<file path="src/rtl/cmpu_pkg.sv">
package cmpu_pkg;
  typedef enum logic [1:0] {SZ8, SZ16, SZ32} size_e;

  typedef struct packed {
    logic cf;
    logic of;
    logic sf;
    logic zf;
    logic af;
    logic pf;
  } flags_t;

  localparam logic [7:0] OP_RM_R8   = 8'h38;
  localparam logic [7:0] OP_RM_RW   = 8'h39;
  localparam logic [7:0] OP_R_RM8   = 8'h3A;
  localparam logic [7:0] OP_R_RMW   = 8'h3B;
  localparam logic [7:0] OP_ACC_I8  = 8'h3C;
  localparam logic [7:0] OP_ACC_IW  = 8'h3D;
  localparam logic [7:0] OP_GRP_B   = 8'h80;
  localparam logic [7:0] OP_GRP_W   = 8'h81;
  localparam logic [7:0] OP_GRP_WB  = 8'h83;
  localparam logic [2:0] EXT_CMP    = 3'd7;
endpackage

</file>
<file path="src/rtl/cmpu_decode.sv">
module cmpu_decode
  import cmpu_pkg::*;
#(
  parameter int DATA_W = 32
) (
  input  logic [7:0]        opcode,
  input  logic [2:0]        ext_field,
  input  logic              wide32,
  input  logic [DATA_W-1:0] rm_val,
  input  logic [DATA_W-1:0] src_reg,
  input  logic [DATA_W-1:0] imm_val,
  output logic              hit,
  output size_e             size,
  output logic [DATA_W-1:0] op_a,
  output logic [DATA_W-1:0] op_b
);
  localparam int HALF_W = DATA_W / 2;

  logic [DATA_W-1:0] imm_b8;
  logic [DATA_W-1:0] imm_w;
  logic              byte_form;

  assign imm_b8 = {{(DATA_W-8){imm_val[7]}}, imm_val[7:0]};
  assign imm_w  = wide32 ? imm_val : {{(DATA_W-HALF_W){imm_val[HALF_W-1]}}, imm_val[HALF_W-1:0]};

  assign byte_form = (opcode == OP_RM_R8) || (opcode == OP_R_RM8) ||
                     (opcode == OP_ACC_I8) || (opcode == OP_GRP_B);

  always_comb begin
    size = byte_form ? SZ8 : (wide32 ? SZ32 : SZ16);
  end

  always_comb begin
    hit  = 1'b0;
    op_a = rm_val;
    op_b = src_reg;
    case (opcode)
      OP_RM_R8, OP_RM_RW: hit = 1'b1;
      OP_R_RM8, OP_R_RMW: begin
        hit  = 1'b1;
        op_a = src_reg;
        op_b = rm_val;
      end
      OP_ACC_I8: begin
        hit  = 1'b1;
        op_b = imm_b8;
      end
      OP_ACC_IW: begin
        hit  = 1'b1;
        op_b = imm_w;
      end
      OP_GRP_B, OP_GRP_WB: begin
        hit  = (ext_field == EXT_CMP);
        op_b = imm_b8;
      end
      OP_GRP_W: begin
        hit  = (ext_field == EXT_CMP);
        op_b = imm_w;
      end
      default: hit = 1'b0;
    endcase
  end

  // the short-immediate forms carry a sign-extended second operand
  always_comb begin
    if (opcode == OP_GRP_WB)
      p_sext_r9: assert (op_b[DATA_W-1:8] == {(DATA_W-8){imm_val[7]}});
  end
endmodule

</file>
<file path="src/rtl/cmpu_flags.sv">
module cmpu_flags
  import cmpu_pkg::*;
#(
  parameter int DATA_W = 32
) (
  input  size_e             size,
  input  logic [DATA_W-1:0] op_a,
  input  logic [DATA_W-1:0] op_b,
  output flags_t            flags
);
  localparam int IDX_W = $clog2(DATA_W) + 1;

  logic [IDX_W-1:0]  msb;
  logic [DATA_W-1:0] mask;
  logic [DATA_W-1:0] a_m;
  logic [DATA_W-1:0] b_m;
  logic [DATA_W:0]   diff;

  always_comb begin
    case (size)
      SZ8:     msb = IDX_W'(7);
      SZ16:    msb = IDX_W'(15);
      default: msb = IDX_W'(DATA_W - 1);
    endcase
    mask = {DATA_W{1'b1}} >> (IDX_W'(DATA_W - 1) - msb);
    a_m  = op_a & mask;
    b_m  = op_b & mask;
    diff = {1'b0, a_m} - {1'b0, b_m};
  end

  always_comb begin
    flags.cf = diff[msb + IDX_W'(1)];
    flags.sf = diff[msb];
    flags.zf = ((diff[DATA_W-1:0] & mask) == '0);
    flags.of = (a_m[msb] ^ b_m[msb]) & (diff[msb] ^ a_m[msb]);
    flags.af = a_m[4] ^ b_m[4] ^ diff[4];
    flags.pf = ~^diff[7:0];
  end

  // borrow agrees with an unsigned magnitude comparison
  always_comb begin
    p_borrow_r3: assert (flags.cf == (a_m < b_m));
  end

  // overflow only when the operand signs differ
  always_comb begin
    if (flags.of)
      p_ovf_sign_r5: assert (a_m[msb] != b_m[msb]);
  end
endmodule

</file>
<file path="src/rtl/cmpu_top.sv">
module cmpu_top
  import cmpu_pkg::*;
#(
  parameter int DATA_W = 32
) (
  input  logic              clk,
  input  logic              rst,
  input  logic              in_valid,
  input  logic [7:0]        opcode,
  input  logic [2:0]        ext_field,
  input  logic              wide32,
  input  logic [DATA_W-1:0] rm_val,
  input  logic [DATA_W-1:0] src_reg,
  input  logic [DATA_W-1:0] imm_val,
  output logic              flg_valid,
  output logic              cf,
  output logic              of,
  output logic              sf,
  output logic              zf,
  output logic              af,
  output logic              pf
);
  logic              dec_hit;
  size_e             dec_size;
  logic [DATA_W-1:0] dec_a;
  logic [DATA_W-1:0] dec_b;
  flags_t            flags_c;
  flags_t            flags_q;
  logic              take;

  cmpu_decode #(.DATA_W(DATA_W)) u_decode (
    .opcode    (opcode),
    .ext_field (ext_field),
    .wide32    (wide32),
    .rm_val    (rm_val),
    .src_reg   (src_reg),
    .imm_val   (imm_val),
    .hit       (dec_hit),
    .size      (dec_size),
    .op_a      (dec_a),
    .op_b      (dec_b)
  );

  cmpu_flags #(.DATA_W(DATA_W)) u_flags (
    .size  (dec_size),
    .op_a  (dec_a),
    .op_b  (dec_b),
    .flags (flags_c)
  );

  assign take = in_valid & dec_hit;

  always_ff @(posedge clk) begin
    if (rst) begin
      flg_valid <= 1'b0;
      flags_q   <= '0;
    end else begin
      flg_valid <= take;
      if (take)
        flags_q <= flags_c;
    end
  end

  assign cf = flags_q.cf;
  assign of = flags_q.of;
  assign sf = flags_q.sf;
  assign zf = flags_q.zf;
  assign af = flags_q.af;
  assign pf = flags_q.pf;

  // an accepted compare is reported one cycle later
  p_strobe_r1: assert property (@(posedge clk) disable iff (rst)
    (in_valid && dec_hit) |=> flg_valid);

  // a cycle without a compare raises no strobe and keeps the flags
  p_quiet_r2: assert property (@(posedge clk) disable iff (rst)
    !(in_valid && dec_hit) |=> (!flg_valid && $stable({cf, of, sf, zf, af, pf})));

  // a zero difference cannot come with borrow, sign, overflow or odd parity
  p_zero_r4: assert property (@(posedge clk) disable iff (rst)
    (flg_valid && zf) |-> (!cf && !of && !sf && !af && pf));
endmodule

</file>
<file path="config.mk">
export PLATFORM = sky130hd
export DESIGN_NAME = cmpu_top
export DESIGN_NICKNAME = d
export VERILOG_FILES = /design/src/rtl/cmpu_pkg.sv /design/src/rtl/cmpu_decode.sv /design/src/rtl/cmpu_flags.sv /design/src/rtl/cmpu_top.sv
export SDC_FILE = /design/constraint.sdc
export NUM_CORES = 1
export LEC_CHECK = 0
export BUFFER_PORTS_ARGS = -buffer_cell sky130_fd_sc_hd__clkbuf_2
export CORE_MARGIN = 8
export CORE_UTILIZATION = 45
export CTS_CLUSTER_DIAMETER = 80
export DETAILED_ROUTE_END_ITERATION = 10
export PLACE_DENSITY = 0.75
export SYNTH_ARGS = -nofsm -noshare
export SYNTH_HDL_FRONTEND = slang
export SYNTH_SLANG_ARGS = --single-unit
</file>
<file path="constraint.sdc">
create_clock -name clk -period 5.3 [get_ports clk]
set_input_delay 1.06 -clock clk [delete_from_list [all_inputs] [get_ports clk]]
set_output_delay 1.06 -clock clk [all_outputs]
set_load 0.1 [all_outputs]
</file>
==> metrics.md <==
| Metric | Value |
|---|---|
| Static leakage | `0.00236 µW` |
| Max-cap violations | `0` |
| Final ANT Viol Nets | `0` |
| Layout cell share with drive strength beyond 1 | `30.7%` |
| Vias | `5,267` |
| Wire per inst | `17.6 µm` |
| DIE AREA | `11,300 µm²` |
| Top cells by count, synth | `129 x nand2_1, 84 x a21oi_1, 38 x o21ai_0, 36 x ha_1, 35 x nor2_1` |
| Wirelength, routed | `around 15,000 µm` |
| Post-synth top flop | `dfxtp_1` |
| Fin. Hold Viols | `0` |
| Skew-Pair Late Insertion Delay | `approximately 0.23 ns` |
| Maximum VDD drop | `72.1 µV` |
| Crit path required time | `5.47 ns` |
| I/O pins | `118` |
| Post-layout util | `just over 60%` |
| Slew Viols, Final | `0` |
| CTS tree | `built` |
| Netlist Area Pre-Place | `3680 µm²` |
| Synth Area in Adders | `12.8%` |
| Synth area leaders | `nand2_1 13%, ha_1 12%, a21oi_1 11%` |
| Rows | `33` |
| Initial antenna violation count | `0` |
| Critical path arrival | `5.28 ns` |
| Share of the synthesized area in the top cell type | `13.1%` |
| Fmax | `0.195 GHz` |
| Avg Cell Area, Syn | `6.30 µm²` |
| Fin nets | `897` |
| XOR/XNOR share of the synthesized area | `4.52%` |
| Yosys warning count | `0` |
| Clk sinks | `7` |
| Dpl ws | `-0.137 ns` |
| DRC | `0` |
| Kind of capture point of the worst setup path | `flip-flop` |
| Setup CP Type | `in2reg` |
| # setup viols final | `0` |
| Starting Density | `45.5%` |
| Slack of the critical path | `0.185 ns` |
| Most common cell in the netlist | `nand2_1` |
| CP Cell Sequence | `clkbuf_2 -> or4_1 -> a211o_1 -> and3_1 -> a31o_4 -> buf_4 -> o221ai_2 -> ha_2 -> a21oi_1 -> o21ai_1 -> a311o_1 -> o22a_1 -> xor2_1 -> or4_1 -> nor4_1 -> o2111ai_1 -> a31oi_1` |
| CTS clock-pin slew for the worst setup and hold paths | `about 0.05 ns` |
| Count of cell types in the netlist | `70` |
| H-tree Lvls | `1` |
| DP HPWL | `~12,000 µm` |
| Setup_tns | `0 ns` |
| GPL Wtd Cong | `~0.92` |
| Largest net degree at the start of global routing | `23` |
| Overflow after GRT | `0` |
| Crit path launch type | `primary input` |
| Final worst path period share | `a little over nine tenths` |
| Cells after Synth | `585` |
| CTS Buffer Depth | `2` |
| Multiplexer share of the synthesized area | `1.66%` |
| DRT Pass-1 Iters | `5` |
| PwrDens | `147 nW/µm²` |
| Number of enable flip-flop cells after synthesis | `0` |
| Simple-Gate Fraction of Synth Area | `28.6%` |
| Hold crit path type | `reg2reg` |
| Run status | `complete, no violations` |
| N_diodes | `0` |
| Final Critical Period | `5.12 ns` |
| Root Driver | `clkbuf_8` |
| Chip height | `106 µm` |
| Combinational family with the most area after synthesis | `compound AO/OA/AOI/OAI gates` |
| Number of global-route vias before repair | `~5,200` |
| Die W | `106 µm` |
| Core Box Area | `roughly 8100 µm²` |
| Slowest cell on the critical path | `or4_1` |
| Worst-Margin Slew | `~1.1 ns` |
| Top cell type by total area after synthesis | `nand2_1` |
| Skew final | `0 ns` |
| Syn_nets | `733` |
| Critical path fanouts, max | `10` |
| PortBufs | `117` |
| Hold Buf Count CTS | `0` |
| Async SR Flop Fraction | `0%` |
| Slew headroom | `29.8%` |
| Area growth, synth to finish | `34.4%` |
| Register area share after synthesis | `3.80%` |
| CP peak stage delay | `around 0.55 ns` |
| Synthesized flop and latch total | `7` |
| Total GRT Usage | `25.0%` |
| Synth Area in Compound Gates | `~43%` |
| Initial drt markers | `394` |
| Inserted Clock Buffers | `3` |
| Vias/cell | `6.17` |
| Cell mode on critical path | `or4_1` |
| First-pass GRT wire length | `between 20,000 and 25,000 µm` |
where the power goes:
| group | internal (µW) | switching [µW] | leakage (µW) |
|---|---|---|---|
| Sequential | 53.4 | 0.288 | 0.0000564 |
| Combinational | 277 | 320 | 0.00228 |
| Clock | 52.4 | 26.7 | 0.0000228 |
metrics by stage:
stage	power, µW	area (µm²)	std cells	hold WS [ns]
after global routing	785	4950	853	0.557
after floorplan	423	3710	585	0.935
after detailed placement	628	4840	848	0.502
final	730	4950	853	0.517
after CTS	709	4890	852	0.523
after global placement	615	4840	848	0.472
final timing paths:
check / from / to / slack, ns / cells past startpoint
max: opcode[3] / zf / 0.18 / 17
max reg2reg: zf / zf / 4.36 / 4
min: pf / pf / 0.52 / 2
min reg2reg: pf / pf / 0.52 / 2
flip-flops by register name (all words and copies together), names as in the netlist:
name and flops:
cf 1, flg_valid 1, of 1, pf 1, sf 1, af 1
zf 1
layout make-up:
cell class,count,area (µm²)
Inverter,11,41.3
Multi-Input combinational cell,533,3420
Fill cell,779,3140
Timing Repair Buffer,193,1170
Sequential cell,7,140
Clock buffer,4,45.0
Tap cell,105,131
worst max-delay path, delay by kind of cell:
kind                       cells  cell delay [ns]
AOI/OAI and AO/OA              9             1.91
xor gates and xnor gates       1             0.14
adders and majority gates      1             0.35
buffers and inverters          2             0.28
and+or+nand+nor                4             1.54
repair_timing:
item / in CTS / in global routing
setup endpoints to repair: 0 / 3
gates resized for setup: 0 / 18
setup buffers: 0 / 1
cell usage in the layout, fill, tap and decap left out, types with 4 or more instances in the layout:
master,netlist,routed
xnor2_1,12,12
a31oi_1,6,6
a221o_1,9,9
nor3_1,7,7
buf_4,2,75
nand3_1,7,7
a21o_1,8,8
nand2_1,129,128
inv_1,11,10
ha_2,0,4
ha_1,36,32
o21bai_1,4,4
a211o_1,4,4
mux2i_1,5,5
a21oi_2,0,7
and2_1,5,5
a21oi_1,84,77
nor2_1,35,35
a22o_1,8,8
dfxtp_1,7,7
o21ai_0,38,34
o211ai_1,14,14
nand2b_1,8,8
xor2_1,7,7
and3_1,10,10
o21ai_1,3,6
a211oi_1,5,4
o221ai_1,16,15
clkbuf_2,0,117
nand4_1,5,5
o21a_1,9,9
routing by layer:
| layer | wire length, µm | global-route usage, % |
|---|---|---|
| met1 | 6080 | 29.5 |
| met2 | 7460 | 45.3 |
| met4 | 495 | 9.55 |
| met3 | 956 | 2.72 |
| met5 | 0 | 0 |
logic make-up after synthesis:
group                    after synthesis
adder cells (fa/ha/maj)               37
buffers and inverters                 45
XOR/XNOR                              19
flip-flops                             7
AO/OA/AOI/OAI                        241
multiplexers                           6
AND/OR/NAND/NOR                      230
Power figures use the tool's default switching activity.
